<file path="src/rtl/dsz_pkg.sv">
package dsz_pkg;

  typedef enum logic {
    ST_IDLE = 1'b0,
    ST_BUS  = 1'b1
  } stateT;

  // strobes from control to datapath
  typedef struct packed {
    logic load;     // capture a new request
    logic stepOne;  // one byte moved
    logic stepTwo;  // two bytes moved
    logic lowLane;  // single byte sits on the lower lane
    logic finish;   // last acknowledge of the operand
  } strobeT;

  // size code to byte count: 00 means four
  function automatic logic [2:0] sizeToBytes(input logic [1:0] code);
    return (code == 2'b00) ? 3'd4 : {1'b0, code};
  endfunction

endpackage

</file>
<file path="src/rtl/dsz_ctrl.sv">
module dsz_ctrl
  import dsz_pkg::*;
(
  input  logic       clk,
  input  logic       rstN,
  input  logic       reqValid,
  input  logic       ackWideN,
  input  logic       ackNarrowN,
  input  logic [2:0] bytesLeft,
  input  logic       addrOdd,
  output logic       busy,
  output strobeT     strb
);

  stateT stateQ;
  stateT stateD;
  logic  ackAny;
  logic  wide;
  logic  pair;

  always_comb begin
    ackAny = (stateQ == ST_BUS) && (!ackWideN || !ackNarrowN);
    wide   = !ackWideN;
    pair   = wide && (bytesLeft >= 3'd2) && !addrOdd;

    strb.load    = (stateQ == ST_IDLE) && reqValid;
    strb.stepTwo = ackAny && pair;
    strb.stepOne = ackAny && !pair;
    strb.lowLane = wide && addrOdd;
    strb.finish  = ackAny && (bytesLeft == (pair ? 3'd2 : 3'd1));

    stateD = stateQ;
    case (stateQ)
      ST_IDLE: if (strb.load)   stateD = ST_BUS;
      ST_BUS:  if (strb.finish) stateD = ST_IDLE;
      default: stateD = ST_IDLE;
    endcase
  end

  always_ff @(posedge clk) begin
    if (!rstN) stateQ <= ST_IDLE;
    else       stateQ <= stateD;
  end

  assign busy = (stateQ == ST_BUS);

endmodule

</file>
<file path="src/rtl/dsz_dpath.sv">
module dsz_dpath
  import dsz_pkg::*;
#(
  parameter int ADDR_W = 24,
  parameter int BYTE_W = 8
) (
  input  logic                  clk,
  input  logic                  rstN,
  input  strobeT                strb,
  input  logic [ADDR_W-1:0]     reqAddr,
  input  logic [1:0]            reqSize,
  input  logic                  reqWrite,
  input  logic [4*BYTE_W-1:0]   reqWdata,
  input  logic [2*BYTE_W-1:0]   busDin,
  output logic [ADDR_W-1:0]     busAddr,
  output logic [1:0]            busSize,
  output logic                  busWrite,
  output logic [2*BYTE_W-1:0]   busDout,
  output logic [2:0]            bytesLeft,
  output logic                  addrOdd,
  output logic                  done,
  output logic [4*BYTE_W-1:0]   rdData
);

  localparam int BUS_W = 2 * BYTE_W;
  localparam int OP_W  = 4 * BYTE_W;

  logic [ADDR_W-1:0] addrQ;
  logic [2:0]        bytesQ;
  logic              writeQ;
  logic [OP_W-1:0]   shQ;     // write operand, next byte at the top
  logic [OP_W-1:0]   rdQ;     // read operand, shifted in from the bottom
  logic              doneQ;

  logic [2:0]        loadBytes;
  logic [OP_W-1:0]   shLoad;
  logic [BYTE_W-1:0] pickByte;
  logic [BYTE_W-1:0] hiByte;
  logic [BYTE_W-1:0] nextByte;

  always_comb begin
    loadBytes = sizeToBytes(reqSize);
    shLoad    = reqWdata << (BYTE_W * (4 - int'(loadBytes)));
    pickByte  = strb.lowLane ? busDin[BYTE_W-1:0] : busDin[BUS_W-1:BYTE_W];
    hiByte    = shQ[OP_W-1 -: BYTE_W];
    nextByte  = shQ[OP_W-BYTE_W-1 -: BYTE_W];
  end

  always_ff @(posedge clk) begin
    if (!rstN) begin
      addrQ  <= '0;
      bytesQ <= '0;
      writeQ <= 1'b0;
      shQ    <= '0;
      rdQ    <= '0;
      doneQ  <= 1'b0;
    end else begin
      doneQ <= strb.finish;
      if (strb.load) begin
        addrQ  <= reqAddr;
        bytesQ <= loadBytes;
        writeQ <= reqWrite;
        shQ    <= shLoad;
        rdQ    <= '0;
      end else if (strb.stepTwo) begin
        addrQ  <= addrQ + ADDR_W'(2);
        bytesQ <= bytesQ - 3'd2;
        shQ    <= shQ << BUS_W;
        rdQ    <= {rdQ[OP_W-BUS_W-1:0], busDin};
      end else if (strb.stepOne) begin
        addrQ  <= addrQ + ADDR_W'(1);
        bytesQ <= bytesQ - 3'd1;
        shQ    <= shQ << BYTE_W;
        rdQ    <= {rdQ[OP_W-BYTE_W-1:0], pickByte};
      end
    end
  end

  always_comb begin
    busAddr   = addrQ;
    busSize   = bytesQ[1:0];
    busWrite  = writeQ;
    busDout[BUS_W-1:BYTE_W] = hiByte;
    busDout[BYTE_W-1:0]     = (!addrQ[0] && (bytesQ >= 3'd2)) ? nextByte : hiByte;
    bytesLeft = bytesQ;
    addrOdd   = addrQ[0];
    done      = doneQ;
    rdData    = rdQ;
  end

endmodule

</file>
<file path="src/rtl/dsz_master.sv">
module dsz_master
  import dsz_pkg::*;
#(
  parameter int ADDR_W = 24,
  parameter int BYTE_W = 8
) (
  input  logic                  clk,
  input  logic                  rstN,
  input  logic                  reqValid,
  output logic                  reqReady,
  input  logic [ADDR_W-1:0]     reqAddr,
  input  logic [1:0]            reqSize,
  input  logic                  reqWrite,
  input  logic [4*BYTE_W-1:0]   reqWdata,
  output logic                  busActive,
  output logic [ADDR_W-1:0]     busAddr,
  output logic [1:0]            busSize,
  output logic                  busWrite,
  output logic [2*BYTE_W-1:0]   busDout,
  input  logic [2*BYTE_W-1:0]   busDin,
  input  logic                  ackWideN,
  input  logic                  ackNarrowN,
  output logic                  done,
  output logic [4*BYTE_W-1:0]   rdData
);

  strobeT     strb;
  logic       busy;
  logic [2:0] bytesLeft;
  logic       addrOdd;

  dsz_ctrl ctrl_i (
    .clk        (clk),
    .rstN       (rstN),
    .reqValid   (reqValid),
    .ackWideN   (ackWideN),
    .ackNarrowN (ackNarrowN),
    .bytesLeft  (bytesLeft),
    .addrOdd    (addrOdd),
    .busy       (busy),
    .strb       (strb)
  );

  dsz_dpath #(.ADDR_W(ADDR_W), .BYTE_W(BYTE_W)) dpath_i (
    .clk       (clk),
    .rstN      (rstN),
    .strb      (strb),
    .reqAddr   (reqAddr),
    .reqSize   (reqSize),
    .reqWrite  (reqWrite),
    .reqWdata  (reqWdata),
    .busDin    (busDin),
    .busAddr   (busAddr),
    .busSize   (busSize),
    .busWrite  (busWrite),
    .busDout   (busDout),
    .bytesLeft (bytesLeft),
    .addrOdd   (addrOdd),
    .done      (done),
    .rdData    (rdData)
  );

  assign busActive = busy;
  assign reqReady  = !busy;

endmodule

</file>
<file path="config.mk">
export PLATFORM = sky130hd
export DESIGN_NAME = dsz_master
export DESIGN_NICKNAME = d
export VERILOG_FILES = /design/src/rtl/dsz_pkg.sv /design/src/rtl/dsz_ctrl.sv /design/src/rtl/dsz_dpath.sv /design/src/rtl/dsz_master.sv
export SDC_FILE = /design/constraint.sdc
export NUM_CORES = 1
export LEC_CHECK = 0
export ABC_AREA = 0
export BUFFER_PORTS_ARGS = -buffer_cell sky130_fd_sc_hd__buf_2
export CAP_MARGIN = 20
export CORE_MARGIN = 3
export CORE_UTILIZATION = 51
export DETAILED_ROUTE_END_ITERATION = 12
export PLACE_DENSITY = 0.76
export RECOVER_POWER = 25
export SYNTH_ARGS = -nofsm -noshare
export SYNTH_HDL_FRONTEND = slang
export SYNTH_HIERARCHICAL = 1
export SYNTH_SLANG_ARGS = --single-unit
</file>
<file path="constraint.sdc">
create_clock -name clk -period 3.4 [get_ports clk]
set_input_delay 0.51 -clock clk [delete_from_list [all_inputs] [get_ports clk]]
set_output_delay 0.51 -clock clk [all_outputs]
set_load 0.01 [all_outputs]
</file>
# Word level (Yosys, flattened, before mapping)
# Index checks and enable logic that the tools add are counted.
totals:
  memories: 0
  ff_bits: 94
  wordCells: 54
  latch_bits: 0
  romBits: 0
  out_inout_bits: 78
  ram_bits: 0
  inputBits: 80
classes:
  add_sub_neg: 5
  muxes: 18
  n_shift: 1
  reduce_logical: 19
  multipliers: 0
  bitwise: 2
  magnitude_cmp: 1
  div_mod_pow: 0
  n_eq_ne: 1
ops:
  columns: ["operator", "count"]
  rows:
  - ["$mux W32", 5]
  - ["$mux W24", 3]
  - ["$shl A32 B32 Y32", 1]
  - ["$add A24 B1 Y24 const B", 1]
  - ["$add A24 B2 Y24 const B", 1]
  - ["$mux W8", 2]
  - ["$mux W3", 4]
  - ["$logic_and A1 B1 Y1", 9]
  - ["$logic_not A1 Y1", 5]
  - ["$sub A3 B3 Y4 const A", 1]
  - ["$eq A3 B3 Y1", 1]
  - ["$ge A3 B2 Y1 const B", 1]
  - ["$reduce_bool A3 Y1", 1]
  - ["$sub A3 B1 Y3 const B", 1]
  - ["$sub A3 B2 Y3 const B", 1]
  - ["$logic_not A2 Y1", 1]
  - ["$mux W1", 2]
  - ["$mux W2", 1]
  - ["$not A1 Y1", 2]
  - ["$pmux W1 S2", 1]
  - ["$reduce_bool A2 Y1", 1]
  - ["$reduce_or A2 Y1", 1]
  - ["$logic_or A1 B1 Y1", 1]

# Longest topological paths before layout
# Gate-level depths: netlist (run 1).
depth:
  ltp_word: 8
  mapped_depth: 10
  ltp_nobuf: 8

# Modules after synthesis
# Netlist (run 1), hierarchy kept.
by_module_without_submodules:
  columns: ["mod", "instances", "area_per_inst_um2", "seq_area_each_um2", "cells_per_inst"]
  rows:
  - ["dsz_dpath", 1, 5116.2, 1861.8, 624]
  - ["dsz_ctrl", 1, 103.8, 20.0, 13]
  - ["dsz_master", 1, 3.8, 0.0, 1]

# Worst setup path before layout (run 1)
# OpenSTA, ideal clock, no wires.
synth_path:
  path_kind: "input -> register"
  start: "input port reqSize[0]"
  end: "register dpath_i.shQ[31]"
  stages: 9
  n_path_buf: 3
  setup_slack_ps: 1292
  setup_time_ps: 116
  arrival_ps: 1992
  required_time_ps: 3284
  cell_sequence: "inv_1 ha_1 nor2b_1 buf_2 buf_2 buf_2 mux4_2 a21oi_1 nor2_1"
synth_between:
  elab_chain_len: 5
synth_rtl:
  columns: ["item", "line", "rtl"]
  rows:
  - ["start: declaration", "dsz_master.sv:12", "input logic [1:0] reqSize,"]
  - ["$logic_not A2 Y1", "dsz_pkg.sv:19", "return (code == 2'b00) ? 3'd4 : {1'b0, code};"]
  - ["$mux W3 (*)", "dsz_pkg.sv:19", null]
  - ["$sub A3 B3 Y4 (*)", "dsz_dpath.sv:43", "shLoad = reqWdata << (BYTE_W * (4 - int'(loadBytes)));"]
  - ["$shl A32 B32 Y32 (*)", "dsz_dpath.sv:43", null]
  - ["$mux W32 (*)", "dsz_dpath.sv:59", "if (strb.load) begin"]
  - ["end signal: assignment", "dsz_dpath.sv:63", "shQ <= shLoad;"]
  - ["end signal: assignment", "dsz_dpath.sv:68", "shQ <= shQ << BUS_W;"]
  - ["end signal: assignment", "dsz_dpath.sv:73", "shQ <= shQ << BYTE_W;"]
  - ["end: declaration", "dsz_dpath.sv:31", "logic [OP_W-1:0] shQ;"]
# Every way passes the cells marked *; elsewhere a longest branch is shown, timed or not.
# A chain may end at the register's enable or synchronous reset.

==> results of run 1 <==
-- cells by family after synthesis --
| logic type | synth area share |
|---|---|
| adder cells (fa/ha/maj) | 0.0144 |
| AND/OR/NAND/NOR | 0.174 |
| XOR/XNOR | 0.0419 |
| AO/OA/AOI/OAI | 0.210 |
| flip-flops | 0.360 |
| multiplexers | 0.136 |
| buffers and inverters | 0.0632 |
-- stage by stage --
step / cells / setup slack (ns)
2_1_floorplan: 638 / 1.29
6_report: 897 / 0.507
4_1_cts: 896 / 0.516
3_5_place_dp: 880 / 0.680
3_3_place_gp: 880 / 0.763
5_1_grt: 897 / 0.299
-- flip-flops by register name (all words and copies together), names as in the netlist --
signal             flops
ctrl_i/busy            1
dpath_i/busAddr       24
dpath_i/busWrite       1
dpath_i/bytesLeft      3
dpath_i/done           1
dpath_i/rdData        32
dpath_i/shQ           32
-- worst paths after layout --
kind | from | to | depth (start not counted)
min | busDin[12] | dpath_i/rdData[12] | 3
min reg2reg | dpath_i/shQ[13] | dpath_i/shQ[13] | 2
max reg2reg | ctrl_i/busy | dpath_i/shQ[15] | 5
max | ctrl_i/busy | dpath_i/shQ[15] | 5
-- cell usage after synthesis, types with 2 or more instances --
library cell | n | share of area
a21oi_1 | 69 | 0.066
and3_1 | 2 | 0.0024
and4_1 | 2 | 0.0034
mux2i_1 | 35 | 0.067
a311oi_1 | 8 | 0.013
nor2_1 | 100 | 0.072
ha_1 | 6 | 0.014
xor2_1 | 15 | 0.025
nand2_1 | 37 | 0.027
nor3_1 | 7 | 0.0067
a2bb2oi_1 | 8 | 0.013
xnor2_1 | 10 | 0.017
buf_2 | 9 | 0.0086
dfxtp_1 | 94 | 0.36
mux2_2 | 16 | 0.034
a211oi_1 | 3 | 0.0043
nand4_1 | 8 | 0.0096
clkbuf_1 | 33 | 0.024
inv_1 | 16 | 0.011
mux4_2 | 8 | 0.034
and2_1 | 8 | 0.0096
o22ai_1 | 8 | 0.0096
buf_4 | 11 | 0.016
o21ai_0 | 60 | 0.057
nand3_1 | 6 | 0.0057
buf_1 | 5 | 0.0036
a22oi_1 | 8 | 0.011
a221oi_1 | 16 | 0.027
nor2b_1 | 15 | 0.018
nor4_1 | 2 | 0.0024
-- metal layers --
layer / share of wire / vias to the layer above / track usage
met1: 0.42 / 2421 / 0.316
met3: 0.069 / 24 / 0.0295
met5: 0 / - / 0
li1: - / 2488 / -
met4: 0.021 / 0 / 0.0959
met2: 0.49 / 200 / 0.393
-- layout make-up --
class,count,share of cell area
clock buffer,11,0.0229
clock inverter,5,0.00933
inverter,16,0.00974
multi-input combinational,470,0.491
sequential,94,0.305
tap,133,0.0270
timing repair buffer,168,0.135
-- tightest hold or removal path: cells and delay by family --
family                 cells  cell delay, ns
and+or+nand+nor            1            0.07
buffers and inverters      1            0.09
AOI/OAI and AO/OA          1            0.06
-- layout by cell type, fill, tap and decap left out, types with 9 or more instances in the layout --
cell,netlist,routed
buf_2,9,117
nor2_1,100,99
dfxtp_1,94,94
a21oi_1,69,69
o21ai_0,60,60
clkbuf_1,33,42
nand2_1,37,37
mux2i_1,35,35
inv_1,16,16
mux2_2,16,16
a221oi_1,16,16
xor2_1,15,15
nor2b_1,15,13
clkbuf_8,0,10
xnor2_1,10,10
buf_4,11,9
-- report_power, final --
group | switching [mW] | internal, mW | leakage, nW | total [mW]
clock | 0.393 | 0.362 | 0.104 | 0.755
combinational | 0.362 | 0.279 | 1.63 | 0.641
sequential | 0.0728 | 1.18 | 0.769 | 1.25
==> impl_metrics.csv, run 1 <==
group,metric,value,unit
sta,clock_skew,0.0117,ns
global_routing,grt_pass1_vias,4675,
sta,relSlewSlack,-0.0878,
worst_hold_path,hp-class,"input port to flip-flop",
yosys,synth.distinct_cells,43,
yosys,synth-seq-cells,94,
cells_and_area,seqCellArea,0.00188,mm²
sta,hold_viol,0,
placed_design,gp_congestion,0.842,
detailed_routing,drc,0,
cts,clk_latency,0.36,ns
worst_setup_path,path_common_cell,"nor2_1",
sta,rsz0062_at_grt,"no",
worst_setup_path,required,3.65,ns
floorplanning,die_w,107,µm
cells_and_area,multiInputGateArea,0.00303,mm²
detailed_routing,vias,5133,
cells_and_area,antenna_cells,0,
floorplanning,fp.dieH,107,µm
cells_and_area,design_area,0.00617,mm²
cts,cts_num_sinks,94,
detailed_routing,wl_per_cell,15.6,µm
floorplanning,io_pins,158,
detailed_routing,vias_per_cell,5.72,
yosys,synthFlopType,"dfxtp_1",
job,drv_cap,1,
worst_setup_path,cpMaxStageDelayCell,"clkbuf_1",
yosys,syn_area,0.00522,mm²
worst_setup_path,path_buf_inv,1,
global_routing,antenna_found_initial,0,
outcome,status,"finished, violations left",
global_routing,grt_max_degree,70,
cells_and_area,drive_gt1_frac,0.232,
worst_setup_path,setup.worst_path.class,"flip-flop to flip-flop",
worst_setup_path,r2r_slack,0.51,ns
sta,finalSetupTns,0,ns
global_routing,grt_overflow_total,0,
cts,clk_pin_slew,0.10,ns
floorplanning,core,0.00986,mm²
floorplanning,start_util,0.530,
cts,cts_resized,0,
detailed_routing,first_iter_violations,346,
cts,cts_tree,"yes",
pwr,static-leakage-power,2.51,nW
sta,fmax,0.346,GHz
worst_setup_path,max_stage_delay,1.19,ns
worst_setup_path,cp_cell_sequence,"nor2b_2 > clkbuf_1 > nor2_1 > a221oi_1 > nor2_1",
cts,clock_path_buffers,2,
cells_and_area,fillers,919,
sta,period_minus_slack,2.89,ns
global_routing,grt_use_total,0.238,
yosys,yosys_warnings,6,
cts,htreeDepth,3,
cells_and_area,utilization,0.625,
yosys,ys_seq_area_frac,0.360,
cells_and_area,area_delta_synth_final,18.1,%
floorplanning,rows,36,
detailed_routing,wirelength,14.0,mm
yosys,synth_edf_count,0,
cts,postCtsHoldBufs,0,
cts,post_cts_buffers,0,
pwr,power.density,429,mW/mm²
placed_design,io_buffers,157,
pwr,ir_drop,0.196,mV
sta,finalSetupViolCount,0,
yosys,synth.net_count,724,
yosys,synth_area_per_cell,8.19,µm²
worst_setup_path,cp.arrival,3.14,ns
cts,cts_made_buffers,9,
detailed_routing,antenna_left,0,
cts,cts-root-buf,"clkbuf_8",
worst_setup_path,crit_family,"buffers and inverters",
sta,tightest_slew,1.63,ns
sta,maxSlewViolCount,39,
cells_and_area,finalNetCount,845,
worst_setup_path,end_kind,"flip-flop",
placed_design,placedInstanceArea,0.00600,mm²
yosys,synthCells,638,
placed_design,dp_hpwl,9.80,mm
sta,finalCritPeriodShare,0.851,
pwr,power,2.64,mW
detailed_routing,dr.pass1.iters,5,
global_routing,grt_pass1_wl,22.3,mm
floorplanning,dieArea,0.0115,mm²
sta,holdWs,0.396,ns
yosys,synthArstFlopShare,0,
worst_setup_path,start_kind,"flip-flop",
outcome,violations,"capacitance limit, slew limit",
worst_setup_path,worstPathMaxFanout,38,
(Power assumes the default switching activity.)
==> run 2: changes to the inputs <==
--- a/config.mk
+++ b/config.mk
@@ -6,12 +6,14 @@
 export NUM_CORES = 1
 export LEC_CHECK = 0
 export ABC_AREA = 0
-export BUFFER_PORTS_ARGS = -buffer_cell sky130_fd_sc_hd__buf_2
 export CAP_MARGIN = 20
+export CELL_PAD_IN_SITES_DETAIL_PLACEMENT = 1
+export CELL_PAD_IN_SITES_GLOBAL_PLACEMENT = 1
 export CORE_MARGIN = 3
-export CORE_UTILIZATION = 51
+export CORE_UTILIZATION = 50
 export DETAILED_ROUTE_END_ITERATION = 12
-export PLACE_DENSITY = 0.76
+export DONT_BUFFER_PORTS = 1
+export PLACE_DENSITY = 0.82
 export RECOVER_POWER = 25
 export SYNTH_ARGS = -nofsm -noshare
 export SYNTH_HDL_FRONTEND = slang
==> impl_metrics.csv, run 2 (same netlist as run 1, synthesis figures left out) <==
group,metric,value,unit
cts,cts_num_sinks,94,
cts,cts_made_buffers,9,
floorplanning,dieArea,0.0117,mm²
worst_setup_path,setup.worst_path.class,"flip-flop to flip-flop",
sta,clock_skew,0.0112,ns
detailed_routing,antenna_left,0,
outcome,status,"complete, no violations",
sta,finalSetupViolCount,0,
floorplanning,io_pins,158,
cells_and_area,drive_gt1_frac,0.104,
cts,cts_resized,0,
worst_setup_path,end_kind,"flip-flop",
sta,maxSlewViolCount,0,
cts,clock_path_buffers,2,
global_routing,grt_pass1_vias,4750,
cells_and_area,antenna_cells,0,
job,drv_cap,0,
placed_design,io_buffers,0,
worst_setup_path,required,3.65,ns
cells_and_area,utilization,0.549,
global_routing,grt_use_total,0.256,
placed_design,dp_hpwl,10.5,mm
floorplanning,die_w,108,µm
cts,post_cts_buffers,0,
cells_and_area,mostFrequentLayoutCells,"nor2_1 (99), dfxtp_1 (94), a21oi_1 (69), o21ai_0 (60), nand2_1 (37)",
floorplanning,rows,36,
detailed_routing,first_iter_violations,283,
worst_setup_path,start_kind,"flip-flop",
cts,clk_pin_slew,0.09,ns
worst_setup_path,r2r_slack,0.78,ns
worst_setup_path,max_stage_delay,0.63,ns
pwr,static-leakage-power,1.96,nW
placed_design,gp_congestion,0.817,
sta,period_minus_slack,2.62,ns
worst_setup_path,crit_family,"simple AND/OR/NAND/NOR gates",
detailed_routing,wirelength,15.1,mm
global_routing,antenna_found_initial,0,
cells_and_area,finalNetCount,688,
cts,cts-root-buf,"clkbuf_8",
pwr,power.density,476,mW/mm²
sta,rsz0062_at_grt,"no",
sta,relSlewSlack,0.347,
sta,hold_viol,0,
global_routing,grt_pass1_wl,24.0,mm
worst_setup_path,cpMaxStageDelayCell,"nor4b_4",
detailed_routing,vias,4564,
cts,postCtsHoldBufs,0,
floorplanning,core,0.00995,mm²
sta,finalSetupTns,0,ns
floorplanning,start_util,0.525,
cells_and_area,area_delta_synth_final,4.55,%
worst_setup_path,cp_cell_sequence,"a21bo_2 > nor2_4 > nor2_1 > nor4b_4 > and4_1 > xnor2_1 > a21oi_1",
worst_setup_path,path_buf_inv,0,
sta,fmax,0.382,GHz
detailed_routing,drc,0,
floorplanning,fp.dieH,108,µm
worst_hold_path,hp-class,"input port to flip-flop",
pwr,ir_drop,0.185,mV
cts,htreeDepth,3,
sta,tightest_slew,0.974,ns
global_routing,grt_overflow_total,0,
cells_and_area,layout_commonest_cell,"nor2_1",
global_routing,grt_max_degree,64,
worst_setup_path,worstPathMaxFanout,14,
worst_setup_path,cp.arrival,2.87,ns
cts,clk_latency,0.38,ns
detailed_routing,wl_per_cell,20.4,µm
detailed_routing,vias_per_cell,6.17,
cts,cts_tree,"yes",
detailed_routing,dr.pass1.iters,4,
sta,finalCritPeriodShare,0.770,
run 2: area by class of cell:
type,instances,area (µm²)
Fill cell,1204,4490
Tap cell,133,166
Multi-Input combinational cell,470,3040
Inverter,16,60.1
Clock inverter,4,53.8
Timing Repair Buffer,11,103
Clock buffer,12,155
Sequential cell,94,1880
run 2: where the power goes:
part / leakage (nW) / switching, mW / total [mW] / internal (mW)
clock network: 0.0992 / 0.420 / 0.803 / 0.383
registers: 0.769 / 0.102 / 1.28 / 1.18
logic: 1.09 / 0.303 / 0.519 / 0.216
run 2: layer usage:
metal | GRT usage | part of all wire
met1 | 0.324 | 0.41
met2 | 0.427 | 0.49
met3 | 0.0615 | 0.076
met4 | 0.0884 | 0.015
met5 | 0 | 0
run 2: worst reg2reg max path: stages, from the launching register on:
cell and delay (ns):
dfxtp_1 0.54, a21bo_2 0.30, nor2_4 0.33, nor2_1 0.21
nor4b_4 0.63, and4_1 0.29, xnor2_1 0.12, a21oi_1 0.08
run 2: worst paths after layout:
check	from	to	cells after the start
max	ctrl_i/busy	dpath_i/busAddr[8]	7
min	rstN	dpath_i/busAddr[2]	1
max reg2reg	ctrl_i/busy	dpath_i/busAddr[8]	7
min reg2reg	dpath_i/shQ[15]	dpath_i/shQ[15]	2
run 2: metrics by stage:
stage	std cells	setup WS (ns)	power, mW	cell area (µm²)	hold slack [ns]
after global placement	723	0.876	1.79	5230	0.493
after CTS	739	0.778	2.61	5430	0.246
after detailed placement	723	0.812	1.81	5230	0.505
final	740	0.781	2.60	5460	0.264
after floorplan	638	1.29	1.71	5220	0.476
after global routing	740	0.470	2.73	5460	0.250
